$ cat config.mk
export PLATFORM = sky130hd
export DESIGN_NAME = utlb_pair
export DESIGN_NICKNAME = d
export VERILOG_FILES = /design/src/rtl/utlb_pkg.sv /design/src/rtl/utlb_store.sv /design/src/rtl/utlb_fill.sv /design/src/rtl/utlb_side.sv /design/src/rtl/utlb_pair.sv
export SDC_FILE = /design/constraint.sdc
export NUM_CORES = 1
export LEC_CHECK = 0
export BUFFER_PORTS_ARGS = -buffer_cell sky130_fd_sc_hd__buf_2
export CAP_MARGIN = 20
export CORE_MARGIN = 3
export CORE_UTILIZATION = 40
export CTS_BUF_LIST = sky130_fd_sc_hd__clkbuf_8 sky130_fd_sc_hd__clkbuf_16
export DETAILED_ROUTE_END_ITERATION = 12
export PLACE_DENSITY = 0.7
export SYNTH_ARGS = -nofsm -noshare
export SYNTH_HDL_FRONTEND = slang
export SYNTH_SLANG_ARGS = --single-unit
$ cat constraint.sdc
create_clock -name clk_i -period 7.3 [get_ports clk_i]
set_input_delay 0.365 -clock clk_i [delete_from_list [all_inputs] [get_ports clk_i]]
set_output_delay 0.365 -clock clk_i [all_outputs]
set_load 0.02 [all_outputs]
$ cat src/rtl/utlb_pkg.sv
package utlb_pkg;
  timeunit 1ns;
  timeprecision 1ps;

  typedef enum logic [1:0] {
    CMD_WR      = 2'd0,
    CMD_WR_KEEP = 2'd1,
    CMD_UINV    = 2'd2,
    CMD_PROBE   = 2'd3
  } utlb_cmd_e;
endpackage

$ cat src/rtl/utlb_store.sv
module utlb_store #(
  parameter int N      = 4,
  parameter int TAG_W  = 20,
  parameter int DATA_W = 24,
  localparam int IW    = (N > 1) ? $clog2(N) : 1
) (
  input  logic              clk_i,
  input  logic              rst_ni,
  input  logic              flush_i,
  input  logic [TAG_W-1:0]  lk_tag_i,
  output logic              lk_hit_o,
  output logic [DATA_W-1:0] lk_data_o,
  input  logic              inst_i,
  input  logic [TAG_W-1:0]  inst_tag_i,
  input  logic [DATA_W-1:0] inst_data_i,
  input  logic [IW-1:0]     rd_idx_i,
  output logic              rd_vld_o,
  output logic [TAG_W-1:0]  rd_tag_o,
  output logic [DATA_W-1:0] rd_data_o
);
  timeunit 1ns;
  timeprecision 1ps;

  logic [N-1:0]      vld_q;
  logic [TAG_W-1:0]  tag_q  [N];
  logic [DATA_W-1:0] data_q [N];
  logic [IW-1:0]     rr_q, victim;
  logic [N-1:0]      match;
  logic              found;

  always_comb begin
    lk_data_o = '0;
    for (int k = 0; k < N; k++) begin
      match[k] = vld_q[k] && (tag_q[k] == lk_tag_i);
      if (match[k]) lk_data_o = lk_data_o | data_q[k];
    end
    lk_hit_o = |match;
  end

  // first invalid slot from the pointer, else the pointer itself
  always_comb begin
    victim = rr_q;
    found  = 1'b0;
    for (int k = 0; k < N; k++) begin
      if (!found && !vld_q[(int'(rr_q) + k) % N]) begin
        victim = IW'((int'(rr_q) + k) % N);
        found  = 1'b1;
      end
    end
  end

  always_ff @(posedge clk_i or negedge rst_ni) begin
    if (!rst_ni) begin
      vld_q <= '0;
      rr_q  <= '0;
    end else if (flush_i) begin
      vld_q <= '0;
      rr_q  <= '0;
    end else if (inst_i) begin
      vld_q[victim] <= 1'b1;
      rr_q          <= IW'((int'(victim) + 1) % N);
    end
  end

  always_ff @(posedge clk_i) begin
    if (inst_i && !flush_i) begin
      tag_q[victim]  <= inst_tag_i;
      data_q[victim] <= inst_data_i;
    end
  end

  assign rd_vld_o  = vld_q[rd_idx_i];
  assign rd_tag_o  = tag_q[rd_idx_i];
  assign rd_data_o = data_q[rd_idx_i];


  no_dup_chk: assert property (@(posedge clk_i) disable iff (!rst_ni)
    $onehot0(match));


  flush_clr_chk: assert property (@(posedge clk_i) disable iff (!rst_ni)
    flush_i |=> (vld_q == '0));


  install_chk: assert property (@(posedge clk_i) disable iff (!rst_ni)
    (inst_i && !flush_i) |=> (vld_q[$past(victim)] && tag_q[$past(victim)] == $past(inst_tag_i)));
endmodule

$ cat src/rtl/utlb_fill.sv
module utlb_fill #(
  parameter int TAG_W = 20
) (
  input  logic             clk_i,
  input  logic             rst_ni,
  input  logic             flush_i,
  input  logic             lk_req_i,
  input  logic             lk_hit_i,
  input  logic [TAG_W-1:0] lk_tag_i,
  input  logic             rsp_i,
  input  logic             found_i,
  output logic             req_o,
  output logic [TAG_W-1:0] tag_o,
  output logic             install_o
);
  timeunit 1ns;
  timeprecision 1ps;

  logic             pend_q, stale_q;
  logic [TAG_W-1:0] tag_q;

  always_ff @(posedge clk_i or negedge rst_ni) begin
    if (!rst_ni) begin
      pend_q  <= 1'b0;
      stale_q <= 1'b0;
      tag_q   <= '0;
    end else if (pend_q && rsp_i) begin
      pend_q  <= 1'b0;
      stale_q <= 1'b0;
    end else if (!pend_q && lk_req_i && !lk_hit_i) begin
      pend_q  <= 1'b1;
      stale_q <= flush_i;
      tag_q   <= lk_tag_i;
    end else if (pend_q && flush_i) begin
      stale_q <= 1'b1;
    end
  end

  assign req_o     = pend_q;
  assign tag_o     = tag_q;
  assign install_o = pend_q && rsp_i && found_i && !stale_q && !flush_i;


  fill_hold_chk: assert property (@(posedge clk_i) disable iff (!rst_ni)
    (req_o && !rsp_i) |=> (req_o && $stable(tag_o)));


  stale_drop_chk: assert property (@(posedge clk_i) disable iff (!rst_ni)
    (req_o && flush_i) |=> !install_o);


  same_cycle_drop_chk: assert property (@(posedge clk_i) disable iff (!rst_ni)
    flush_i |-> !install_o);
endmodule

$ cat src/rtl/utlb_side.sv
module utlb_side #(
  parameter int N      = 4,
  parameter int TAG_W  = 20,
  parameter int DATA_W = 24,
  localparam int IW    = (N > 1) ? $clog2(N) : 1
) (
  input  logic              clk_i,
  input  logic              rst_ni,
  input  logic              flush_i,
  input  logic              lk_req_i,
  input  logic [TAG_W-1:0]  lk_tag_i,
  output logic              lk_hit_o,
  output logic [DATA_W-1:0] lk_data_o,
  output logic              fill_req_o,
  output logic [TAG_W-1:0]  fill_tag_o,
  input  logic              fill_rsp_i,
  input  logic              fill_found_i,
  input  logic [DATA_W-1:0] fill_data_i,
  input  logic [IW-1:0]     rd_idx_i,
  output logic              rd_vld_o,
  output logic [TAG_W-1:0]  rd_tag_o,
  output logic [DATA_W-1:0] rd_data_o
);
  timeunit 1ns;
  timeprecision 1ps;

  logic              hit_raw, install;
  logic [DATA_W-1:0] data_raw;

  utlb_store #(.N(N), .TAG_W(TAG_W), .DATA_W(DATA_W)) i_store (
    .clk_i       (clk_i),
    .rst_ni      (rst_ni),
    .flush_i     (flush_i),
    .lk_tag_i    (lk_tag_i),
    .lk_hit_o    (hit_raw),
    .lk_data_o   (data_raw),
    .inst_i      (install),
    .inst_tag_i  (fill_tag_o),
    .inst_data_i (fill_data_i),
    .rd_idx_i    (rd_idx_i),
    .rd_vld_o    (rd_vld_o),
    .rd_tag_o    (rd_tag_o),
    .rd_data_o   (rd_data_o)
  );

  utlb_fill #(.TAG_W(TAG_W)) i_fill (
    .clk_i     (clk_i),
    .rst_ni    (rst_ni),
    .flush_i   (flush_i),
    .lk_req_i  (lk_req_i),
    .lk_hit_i  (hit_raw),
    .lk_tag_i  (lk_tag_i),
    .rsp_i     (fill_rsp_i),
    .found_i   (fill_found_i),
    .req_o     (fill_req_o),
    .tag_o     (fill_tag_o),
    .install_o (install)
  );

  assign lk_hit_o  = lk_req_i && hit_raw;
  assign lk_data_o = lk_hit_o ? data_raw : '0;
endmodule

$ cat src/rtl/utlb_pair.sv
module utlb_pair import utlb_pkg::*; #(
  parameter int TAG_W  = 20,
  parameter int DATA_W = 24,
  parameter int I_N    = 4,
  parameter int D_N    = 8,
  parameter int DBG_W  = 12,
  parameter int I_BASE = 'h200,
  parameter int D_BASE = 'h400,
  localparam int I_IW  = (I_N > 1) ? $clog2(I_N) : 1,
  localparam int D_IW  = (D_N > 1) ? $clog2(D_N) : 1
) (
  input  logic              clk_i,
  input  logic              rst_ni,
  input  logic              ilk_req_i,
  input  logic [TAG_W-1:0]  ilk_tag_i,
  output logic              ilk_hit_o,
  output logic [DATA_W-1:0] ilk_data_o,
  output logic              ifill_req_o,
  output logic [TAG_W-1:0]  ifill_tag_o,
  input  logic              ifill_rsp_i,
  input  logic              ifill_found_i,
  input  logic [DATA_W-1:0] ifill_data_i,
  input  logic              dlk_req_i,
  input  logic [TAG_W-1:0]  dlk_tag_i,
  output logic              dlk_hit_o,
  output logic [DATA_W-1:0] dlk_data_o,
  output logic              dfill_req_o,
  output logic [TAG_W-1:0]  dfill_tag_o,
  input  logic              dfill_rsp_i,
  input  logic              dfill_found_i,
  input  logic [DATA_W-1:0] dfill_data_i,
  input  logic              cmd_vld_i,
  input  logic [1:0]        cmd_op_i,
  input  logic              idx_err_i,
  input  logic [DBG_W-1:0]  dbg_idx_i,
  output logic              dbg_vld_o,
  output logic [TAG_W-1:0]  dbg_tag_o,
  output logic [DATA_W-1:0] dbg_data_o
);
  timeunit 1ns;
  timeprecision 1ps;

  utlb_cmd_e         op;
  logic              flush, i_sel, d_sel;
  logic              i_rd_vld, d_rd_vld;
  logic [TAG_W-1:0]  i_rd_tag, d_rd_tag;
  logic [DATA_W-1:0] i_rd_data, d_rd_data;

  assign op    = utlb_cmd_e'(cmd_op_i);
  // write clears; invalidate clears only with a usable index register
  assign flush = cmd_vld_i && ((op == CMD_WR) || ((op == CMD_UINV) && !idx_err_i));

  assign i_sel = (int'(dbg_idx_i) >= I_BASE) && (int'(dbg_idx_i) < I_BASE + I_N);
  assign d_sel = (int'(dbg_idx_i) >= D_BASE) && (int'(dbg_idx_i) < D_BASE + D_N);

  utlb_side #(.N(I_N), .TAG_W(TAG_W), .DATA_W(DATA_W)) i_side_i (
    .clk_i        (clk_i),
    .rst_ni       (rst_ni),
    .flush_i      (flush),
    .lk_req_i     (ilk_req_i),
    .lk_tag_i     (ilk_tag_i),
    .lk_hit_o     (ilk_hit_o),
    .lk_data_o    (ilk_data_o),
    .fill_req_o   (ifill_req_o),
    .fill_tag_o   (ifill_tag_o),
    .fill_rsp_i   (ifill_rsp_i),
    .fill_found_i (ifill_found_i),
    .fill_data_i  (ifill_data_i),
    .rd_idx_i     (I_IW'(dbg_idx_i - DBG_W'(I_BASE))),
    .rd_vld_o     (i_rd_vld),
    .rd_tag_o     (i_rd_tag),
    .rd_data_o    (i_rd_data)
  );

  utlb_side #(.N(D_N), .TAG_W(TAG_W), .DATA_W(DATA_W)) i_side_d (
    .clk_i        (clk_i),
    .rst_ni       (rst_ni),
    .flush_i      (flush),
    .lk_req_i     (dlk_req_i),
    .lk_tag_i     (dlk_tag_i),
    .lk_hit_o     (dlk_hit_o),
    .lk_data_o    (dlk_data_o),
    .fill_req_o   (dfill_req_o),
    .fill_tag_o   (dfill_tag_o),
    .fill_rsp_i   (dfill_rsp_i),
    .fill_found_i (dfill_found_i),
    .fill_data_i  (dfill_data_i),
    .rd_idx_i     (D_IW'(dbg_idx_i - DBG_W'(D_BASE))),
    .rd_vld_o     (d_rd_vld),
    .rd_tag_o     (d_rd_tag),
    .rd_data_o    (d_rd_data)
  );

  always_comb begin
    dbg_vld_o  = 1'b0;
    dbg_tag_o  = '0;
    dbg_data_o = '0;
    if (i_sel) begin
      dbg_vld_o  = i_rd_vld;
      dbg_tag_o  = i_rd_tag;
      dbg_data_o = i_rd_data;
    end else if (d_sel) begin
      dbg_vld_o  = d_rd_vld;
      dbg_tag_o  = d_rd_tag;
      dbg_data_o = d_rd_data;
    end
  end


  inv_blocked_chk: assert property (@(posedge clk_i) disable iff (!rst_ni)
    (cmd_vld_i && cmd_op_i == 2'd2 && idx_err_i && ilk_req_i && ilk_hit_o)
      |=> (ilk_req_i && ilk_tag_i == $past(ilk_tag_i)) |-> ilk_hit_o);
endmodule

==> results_dict.tcl, run 1 <==
set metrics [dict create \
    crit_path_max_incr_delay_ns 0.69 \
    status "finished, final reports clean" \
    hold_depth 1 \
    wl_per_cell_um 29.0 \
    reg2reg_slack_ns 2.13 \
    syn-mean-instance-area_um2 15.9 \
    grt_pass1_vias 18555 \
    core_um2 70300 \
    vias_per_cell 6.12 \
    synth_seq_cells 589 \
    required_ns 7.56 \
    rsz0062_at_grt "false" \
    rr_worst_depth 10 \
    crit_path_top_delay_cell "and3_2" \
    final_antenna_net_count 0 \
    cts_tree "done" \
    hpwl_um 58700 \
    grt_pass1_wl_um 127000 \
    period_minus_slack_ns 5.17 \
    clk_path_buf_depth 3 \
    h-tree-depth 2 \
    wl_um 87900 \
    drv_slew 0 \
    relSlewSlack_pct 21.5 \
    path_cells "inv_1, ha_1, mux4_2, mux2i_1, nor4_1, a221o_1, o211a_1, a21oi_2, and3_2, buf_4" \
    clk_pin_slew_ns 0.07 \
    hp-class "in -> reg" \
    synth_warnings 0 \
    end_kind "register" \
    r2r-end "i_side_d.i_store.data_q[3][6]$_DFFE_PP_" \
    nFillCells 5980 \
    num_io_pins 249 \
    ir_drop_mv 0.210 \
    dr_total_vias 18519 \
    critical_path_class "reg -> reg" \
    io_buffers 248 \
    first_pass_iters 6 \
    synth_cell_types 88 \
    total_power_mw 8.22 \
    numCtsBuffers 59 \
    syn_nets 1912 \
    setup-violations-final 0 \
    grt_max_degree 75 \
    synth-async-reset-ratio_pct 10.4 \
    timing.fmax_ghz 0.193 \
    period_share_pct 70.8 \
    overflow 0 \
    die_area_um2 74400 \
    clock-sinks 589 \
    worst_pin_slew_ns 1.17 \
    synthCells 1793 \
    path_max_fanout 26 \
    final_nets 2153 \
    synth-main-ff-cell "edfxtp_1" \
    drv_cap 0 \
    die_w_um 273 \
    final_area_um2 32800 \
    insertion_delay_ns 0.64 \
    power_leakage_nw 11.3 \
    synth_edf_count 528 \
    start_util_pct 40.5 \
    syn_area_um2 28500 \
    start_kind "register" \
    die_h_um 273 \
    r2r-start "i_side_d.i_store.rr_q[1]$_DFFE_PN0P_" \
    clock-root-buffer "clkbuf_16" \
    post_route_cells_drive_above_1_share_pct 28.7 \
    grtUsageTotal_pct 23.0 \
    rows 97 \
    worstHoldStart "dfill_data_i[15]" \
    setup-tns-final_ns 0 \
    whs_endpoint "i_side_d.i_store.data_q[0][15]$_DFFE_PP_" \
    cts_setup_buffers 0 \
    cellPowerDensity_nw_per_um2 251 \
    drc_errors 0 \
    postPlaceCellArea_um2 30700 \
    whs_ns 0.0302 \
    hold_viol 0 \
    yosysSeqAreaShare_pct 61.0 \
    gp_congestion 0.974 \
    antenna_found_initial 10 \
    drtIter0Drc 2359 \
    worst_clock_skew_ns 0.0382 \
    areaGrowthSynthToFinish_pct 15.2 \
    arrival_ns 5.43 \
]
[through the flow]
step	instances	worst slack [ns]	util, %
after detailed placement	2879	2.23	43.6
after global placement	2879	2.27	43.6
after global routing	3024	1.90	46.7
after floorplan	1793	-0.419	-
after CTS	3022	2.17	46.7
final	3027	2.13	46.7
[synthesized netlist by cell type, types with 3 or more instances]
| cell type | number | area [um2] |
|---|---|---|
| mux2i_1 | 59 | 591 |
| buf_6 | 5 | 56.3 |
| nor2_1 | 15 | 56.3 |
| mux4_1 | 3 | 78.8 |
| nor4_1 | 30 | 188 |
| a221oi_1 | 25 | 219 |
| buf_1 | 18 | 67.6 |
| o41ai_2 | 4 | 65.1 |
| a21o_1 | 8 | 60.1 |
| nor4_2 | 4 | 50.1 |
| a31oi_1 | 26 | 163 |
| edfxtp_1 | 528 | 15900 |
| xor2_1 | 92 | 806 |
| o22ai_1 | 47 | 294 |
| ha_1 | 7 | 87.6 |
| nor3_2 | 4 | 40.0 |
| nand3_1 | 19 | 95.1 |
| a22oi_1 | 102 | 766 |
| buf_2 | 25 | 125 |
| mux2_1 | 20 | 225 |
| mux4_2 | 144 | 3240 |
| nor3_1 | 12 | 60.1 |
| dfrtp_1 | 61 | 1530 |
| clkbuf_1 | 78 | 293 |
| a211oi_1 | 3 | 22.5 |
| or4_1 | 9 | 67.6 |
| xnor2_1 | 150 | 1310 |
| inv_1 | 55 | 206 |
| mux2_2 | 27 | 304 |
| a22o_1 | 24 | 210 |
| o31ai_1 | 3 | 22.5 |
| clkbuf_2 | 5 | 25.0 |
| nand2_1 | 25 | 93.8 |
| nand4_1 | 52 | 325 |
| a21oi_1 | 26 | 130 |
| buf_4 | 3 | 22.5 |
| nand2b_1 | 3 | 18.8 |
| a32o_2 | 3 | 33.8 |
| and3_1 | 8 | 50.1 |
[worst max-delay path: cells and delay by family, from the launching register on]
kind                     cells  cell delay [ns]
AO/OA/AOI/OAI                3             0.91
adder cells (fa/ha/maj)      1             0.62
buffers and inverters        2             0.71
flip-flops                   1             0.67
multiplexers                 2             0.99
AND/OR/NAND/NOR              2             0.86
[where the power goes]
group	internal (mW)	switching, mW	leakage [nW]	total, mW
registers	3.93	0.234	5.50	4.17
clock network	1.57	1.27	0.944	2.84
logic	0.483	0.738	4.81	1.22
[final cells by class]
type                            instances  area (um2)  area share, %
Sequential cell                       589       17400           53.0
Inverter                               56         213          0.648
Clock buffer                           59        1480           4.50
Multi-Input combinational cell       1011       10400           31.6
Clock inverter                         50         317          0.965
Timing Repair Buffer                  317        1860           5.67
Tap cell                              940        1180           3.58
Antenna cell                            5        12.5         0.0381
[worst max-delay path by stage]
stage | startpoint | to | slack [ns]
floorplan | i_side_d.i_store.rr_q[0]$_DFFE_PN0P_ | i_side_d.i_store.data_q[0][0]$_DFFE_PP_ | -0.42
global placement | i_side_d.i_store.rr_q[0]$_DFFE_PN0P_ | i_side_d.i_store.data_q[3][8]$_DFFE_PP_ | 2.27
detailed placement | i_side_d.i_store.rr_q[1]$_DFFE_PN0P_ | i_side_d.i_store.data_q[3][8]$_DFFE_PP_ | 2.23
CTS | i_side_d.i_store.rr_q[1]$_DFFE_PN0P_ | i_side_d.i_store.tag_q[3][4]$_DFFE_PP_ | 2.17
global route | i_side_d.i_store.rr_q[1]$_DFFE_PN0P_ | i_side_d.i_store.data_q[3][4]$_DFFE_PP_ | 1.90
finish | i_side_d.i_store.rr_q[1]$_DFFE_PN0P_ | i_side_d.i_store.data_q[3][6]$_DFFE_PP_ | 2.13
[registers in the layout, indices dropped and copies added, names as in the netlist, 2 cells and up]
register and cells:
i_side_d.i_store.tag_q 160, i_side_d.i_store.data_q 192, i_side_i.i_store.rr_q 2, i_side_i.i_store.vld_q 4, i_side_i.i_fill.tag_o 20, i_side_i.i_store.tag_q 80
i_side_i.i_store.data_q 96, i_side_d.i_fill.tag_o 20, i_side_d.i_store.rr_q 3, i_side_d.i_store.vld_q 8
[metal layers]
metal | wire (um) | global-route usage (%) | part of all wire, % | vias up
met1 | 34700 | 31.8 | 40 | 9487
met5 | 69 | 0 | 0.079 | -
met3 | 9000 | 5.25 | 10 | 187
met2 | 40900 | 36.3 | 47 | 1120
met4 | 3120 | 7.58 | 3.6 | 10
li1 | - | - | - | 7715
[kinds of logic (layout without fill, tap and decap cells)]
kind of cell	Yosys count	count (layout)	synth area share (%)
AOI/OAI and AO/OA	300	300	7.99
xor gates and xnor gates	244	244	7.60
adders and majority gates	7	7	0.308
buffers and inverters	193	482	3.00
DFF	589	589	61.0
muxes	255	255	15.7
other	0	5	0
and+or+nand+nor	205	205	4.35
[cells in the final DEF, fill, tap and decap left out, types with 24 or more instances in the layout]
cell and n:
xor2_1 92, mux4_2 144, mux2_2 27, a31oi_1 26, edfxtp_1 528, mux2i_1 59, a22o_1 24, o22ai_1 47
inv_1 68, nand4_1 52, a21oi_1 26, dlygate4sd3_1 34, buf_2 245, a22oi_1 102, dfrtp_1 61, nand2_1 25
nor4_1 26, buf_4 36, xnor2_1 150, clkbuf_16 59, a221oi_1 25
[repair_timing]
action	CTS	global route
endpoints found under the hold margin	202	0
resized for setup	0	0
hold buffers	34	0
endpoints found under the setup margin	0	0
(Power assumes the default switching activity.)
==> run 2, diff against run 1 <==
--- a/config.mk
+++ b/config.mk
@@ -5,13 +5,14 @@
 export SDC_FILE = /design/constraint.sdc
 export NUM_CORES = 1
 export LEC_CHECK = 0
+export ABC_AREA = 1
 export BUFFER_PORTS_ARGS = -buffer_cell sky130_fd_sc_hd__buf_2
 export CAP_MARGIN = 20
 export CORE_MARGIN = 3
 export CORE_UTILIZATION = 40
 export CTS_BUF_LIST = sky130_fd_sc_hd__clkbuf_8 sky130_fd_sc_hd__clkbuf_16
 export DETAILED_ROUTE_END_ITERATION = 12
-export PLACE_DENSITY = 0.7
+export PLACE_DENSITY = 0.68
 export SYNTH_ARGS = -nofsm -noshare
 export SYNTH_HDL_FRONTEND = slang
 export SYNTH_SLANG_ARGS = --single-unit
==> constraint.sdc (replaced) <==
create_clock -name clk_i -period 5.2 [get_ports clk_i]
set_input_delay 0.26 -clock clk_i [delete_from_list [all_inputs] [get_ports clk_i]]
set_output_delay 0.26 -clock clk_i [all_outputs]
set_load 0.02 [all_outputs]
==> run 2 against run 1 <==
  * First-iteration DRC count increased by 61%
  * Area after synthesis increased by 2.6%
  * Wire length increased by 19%
  * Via count increased by 32%
  * Largest power group unchanged
  * Hold slack improved by 0.010 ns
  * Non-clock buffer count increased by 30
  * Sequential share of layout area decreased by 1.9 points
  * Critical endpoint is now dlk_data_o[22]
  * Worst setup slack got worse by 1.1 ns
==> results_dict.tcl, run 2 <==
set metrics [dict create \
    start_kind "register" \
    grtUsageTotal_pct 26.5 \
    worst_clock_skew_ns 0.0497 \
    h-tree-depth 2 \
    cts_tree "done" \
    cts_hold_buf 56 \
    io_buffers 248 \
    wl_met3_um 12300 \
    top_layer "met5" \
    synth_top_area_share_pct 54.2 \
    drv_slew 0 \
    crit_path_top_delay_cell "a211oi_1" \
    period_minus_slack_ns 4.17 \
    status "finished, final reports clean" \
    end_kind "output pin" \
    path_max_fanout 25 \
    reg_top3 "i_side_d.i_store.data_q x192, i_side_d.i_store.tag_q x160, i_side_i.i_store.data_q x96" \
    critical_path_class "reg -> out" \
    yosysSeqAreaShare_pct 59.5 \
    path_buf_inv 2 \
    diodes 0 \
    clk_path_buf_depth 3 \
    die_area_um2 76300 \
    antenna_found_initial 4 \
    gp_congestion 0.979 \
    reg2reg_slack_ns 1.07 \
    cts_setup_buffers 0 \
    core_um2 72000 \
    yosysMostFrequentCell "edfxtp_1" \
    syn_nets 3003 \
    layout_common_cells "edfxtp_1 (528), inv_1 (408), o21ai_0 (379)" \
    crit_path_max_incr_delay_ns 0.47 \
    syn-mean-instance-area_um2 10.1 \
    clock-sinks 589 \
    final_common_cell "edfxtp_1" \
    path_cells "xnor2_1, o2111ai_1, a211oi_1, nand3_1, buf_4, nand2_1, nor2_1, nand2_1, nand2_2, a21oi_1, buf_2" \
    required_ns 4.94 \
    drv_cap 0 \
    drc_errors 0 \
    yosysTopAreaCell "edfxtp_1" \
    cellPowerDensity_nw_per_um2 385 \
    vias_per_cell 5.92 \
    numCtsBuffers 60 \
    route.met2.wl_um 46400 \
    die_h_um 276 \
    num_io_pins 249 \
    wl_per_cell_um 25.3 \
    rows 98 \
    nFillCells 6625 \
    ctsResizeCount 0 \
    areaGrowthSynthToFinish_pct 16.5 \
    synth_warnings 0 \
    first_pass_iters 6 \
    post_route_cells_drive_above_1_share_pct 15.0 \
    drtIter0Drc 3789 \
    regMostFlops "i_side_d.i_store.data_q" \
    synth_area_leaders "edfxtp_1 (54%), o21ai_0 (6.5%), inv_1 (5.2%), dfrtp_1 (5.2%), o22ai_1 (4.4%)" \
    hpwl_um 69500 \
    synth_edf_count 528 \
    worst_pin_slew_ns 1.15 \
    final_nets 3242 \
    insertion_delay_ns 0.66 \
    yosys-top-cells-count "edfxtp_1 (528), inv_1 (407), o21ai_0 (379)" \
    setup-violations-final 0 \
    crit_path_frequent_cell "nand2_1" \
    start_util_pct 40.6 \
    synth_seq_cells 589 \
    synth-async-reset-ratio_pct 10.4 \
    rsz0062_at_grt "false" \
    overflow 0 \
    synth-main-ff-cell "edfxtp_1" \
    arrival_ns 3.91 \
    grt_max_degree 186 \
    largest_register_ffs 192 \
    period_share_pct 80.2 \
    wl_met1_um 41600 \
    power_leakage_nw 13.3 \
    cp_top_family "compound AO/OA/AOI/OAI gates" \
    dr_total_vias 24412 \
    synthCells 2884 \
    timing.fmax_ghz 0.240 \
    relSlewSlack_pct 23.2 \
    grt_pass1_wl_um 153000 \
    setup-tns-final_ns 0 \
    ir_drop_mv 0.259 \
    die_w_um 276 \
    wl_um 105000 \
    whs_ns 0.0402 \
    hold_viol 0 \
    syn_area_um2 29200 \
    clock-root-buffer "clkbuf_16" \
    hp-class "in -> reg" \
    final_antenna_net_count 0 \
    grt_pass1_vias 23010 \
    synth_cell_types 56 \
    clk_pin_slew_ns 0.07 \
]
## run 2: cell type report
type | count | area (um2) | share of cell area [%]
inverters | 431 | 1630 | 4.79
well taps | 950 | 1190 | 3.49
repair buffers | 347 | 2210 | 6.51
flip-flops and latches | 589 | 17400 | 51.1
clock buffers | 74 | 1690 | 4.98
clock inverters | 40 | 375 | 1.10
multi-input cells | 1694 | 9560 | 28.1
## run 2: report_power, final
part	internal (mW)	total, mW	switching (mW)
Clock	2.52	4.44	1.92
Sequential	5.67	6.05	0.383
Combinational	0.744	2.60	1.86
Total	8.93	13.1	4.16
## run 2: stage by stage
| stage | setup slack (ns) | total power, mW | cells | utilization, % | area, um2 |
|---|---|---|---|---|---|
| after global placement | 1.09 | 8.65 | 3955 | 43.6 | 31400 |
| after CTS | 1.03 | 13.1 | 4125 | 47.3 | 34000 |
| after global routing | 0.674 | 13.6 | 4125 | 47.3 | 34000 |
| final | 1.03 | 13.1 | 4125 | 47.3 | 34000 |
| after floorplan | 0.592 | 7.72 | 2884 | - | 29200 |
| after detailed placement | 1.07 | 8.67 | 3955 | 43.6 | 31400 |
## run 2: final timing paths
check	end	cells after the start	from
max	dlk_data_o[22]	11	i_side_d.i_store.tag_q[5][4]$_DFFE_PP_
min	i_side_i.i_fill.tag_o[16]$_DFFE_PN0P_	5	ilk_req_i
max reg2reg	i_side_d.i_store.tag_q[4][15]$_DFFE_PP_	21	i_side_d.i_store.rr_q[0]$_DFFE_PN0P_
min reg2reg	i_side_i.i_fill.stale_q$_DFFE_PN0P_	2	i_side_i.i_fill.stale_q$_DFFE_PN0P_
max in group asynchronous	i_side_d.i_fill.tag_o[11]$_DFFE_PN0P_	2	rst_ni
min in group asynchronous	i_side_i.i_fill.tag_o[8]$_DFFE_PN0P_	2	rst_ni
## run 2: cells by family after synthesis
family,after synthesis,synth area share (%)
compound gates,993,20.6
xor+xnor,81,2.45
fa+ha+maj,7,0.300
buf+inv,601,8.03
flops,589,59.5
simple gates,613,9.18
## run 2: layer usage
layer  GRT usage (%)  up-vias
li1                -    10813
met1            36.5    11687
met2            40.6     1634
met3            6.48      270
met4            9.88        8
met5               0        -
## run 2: worst min-delay path: cells and delay by family
family        cells  cell delay [ns]
buf+inv           2             0.20
simple gates      3             0.20
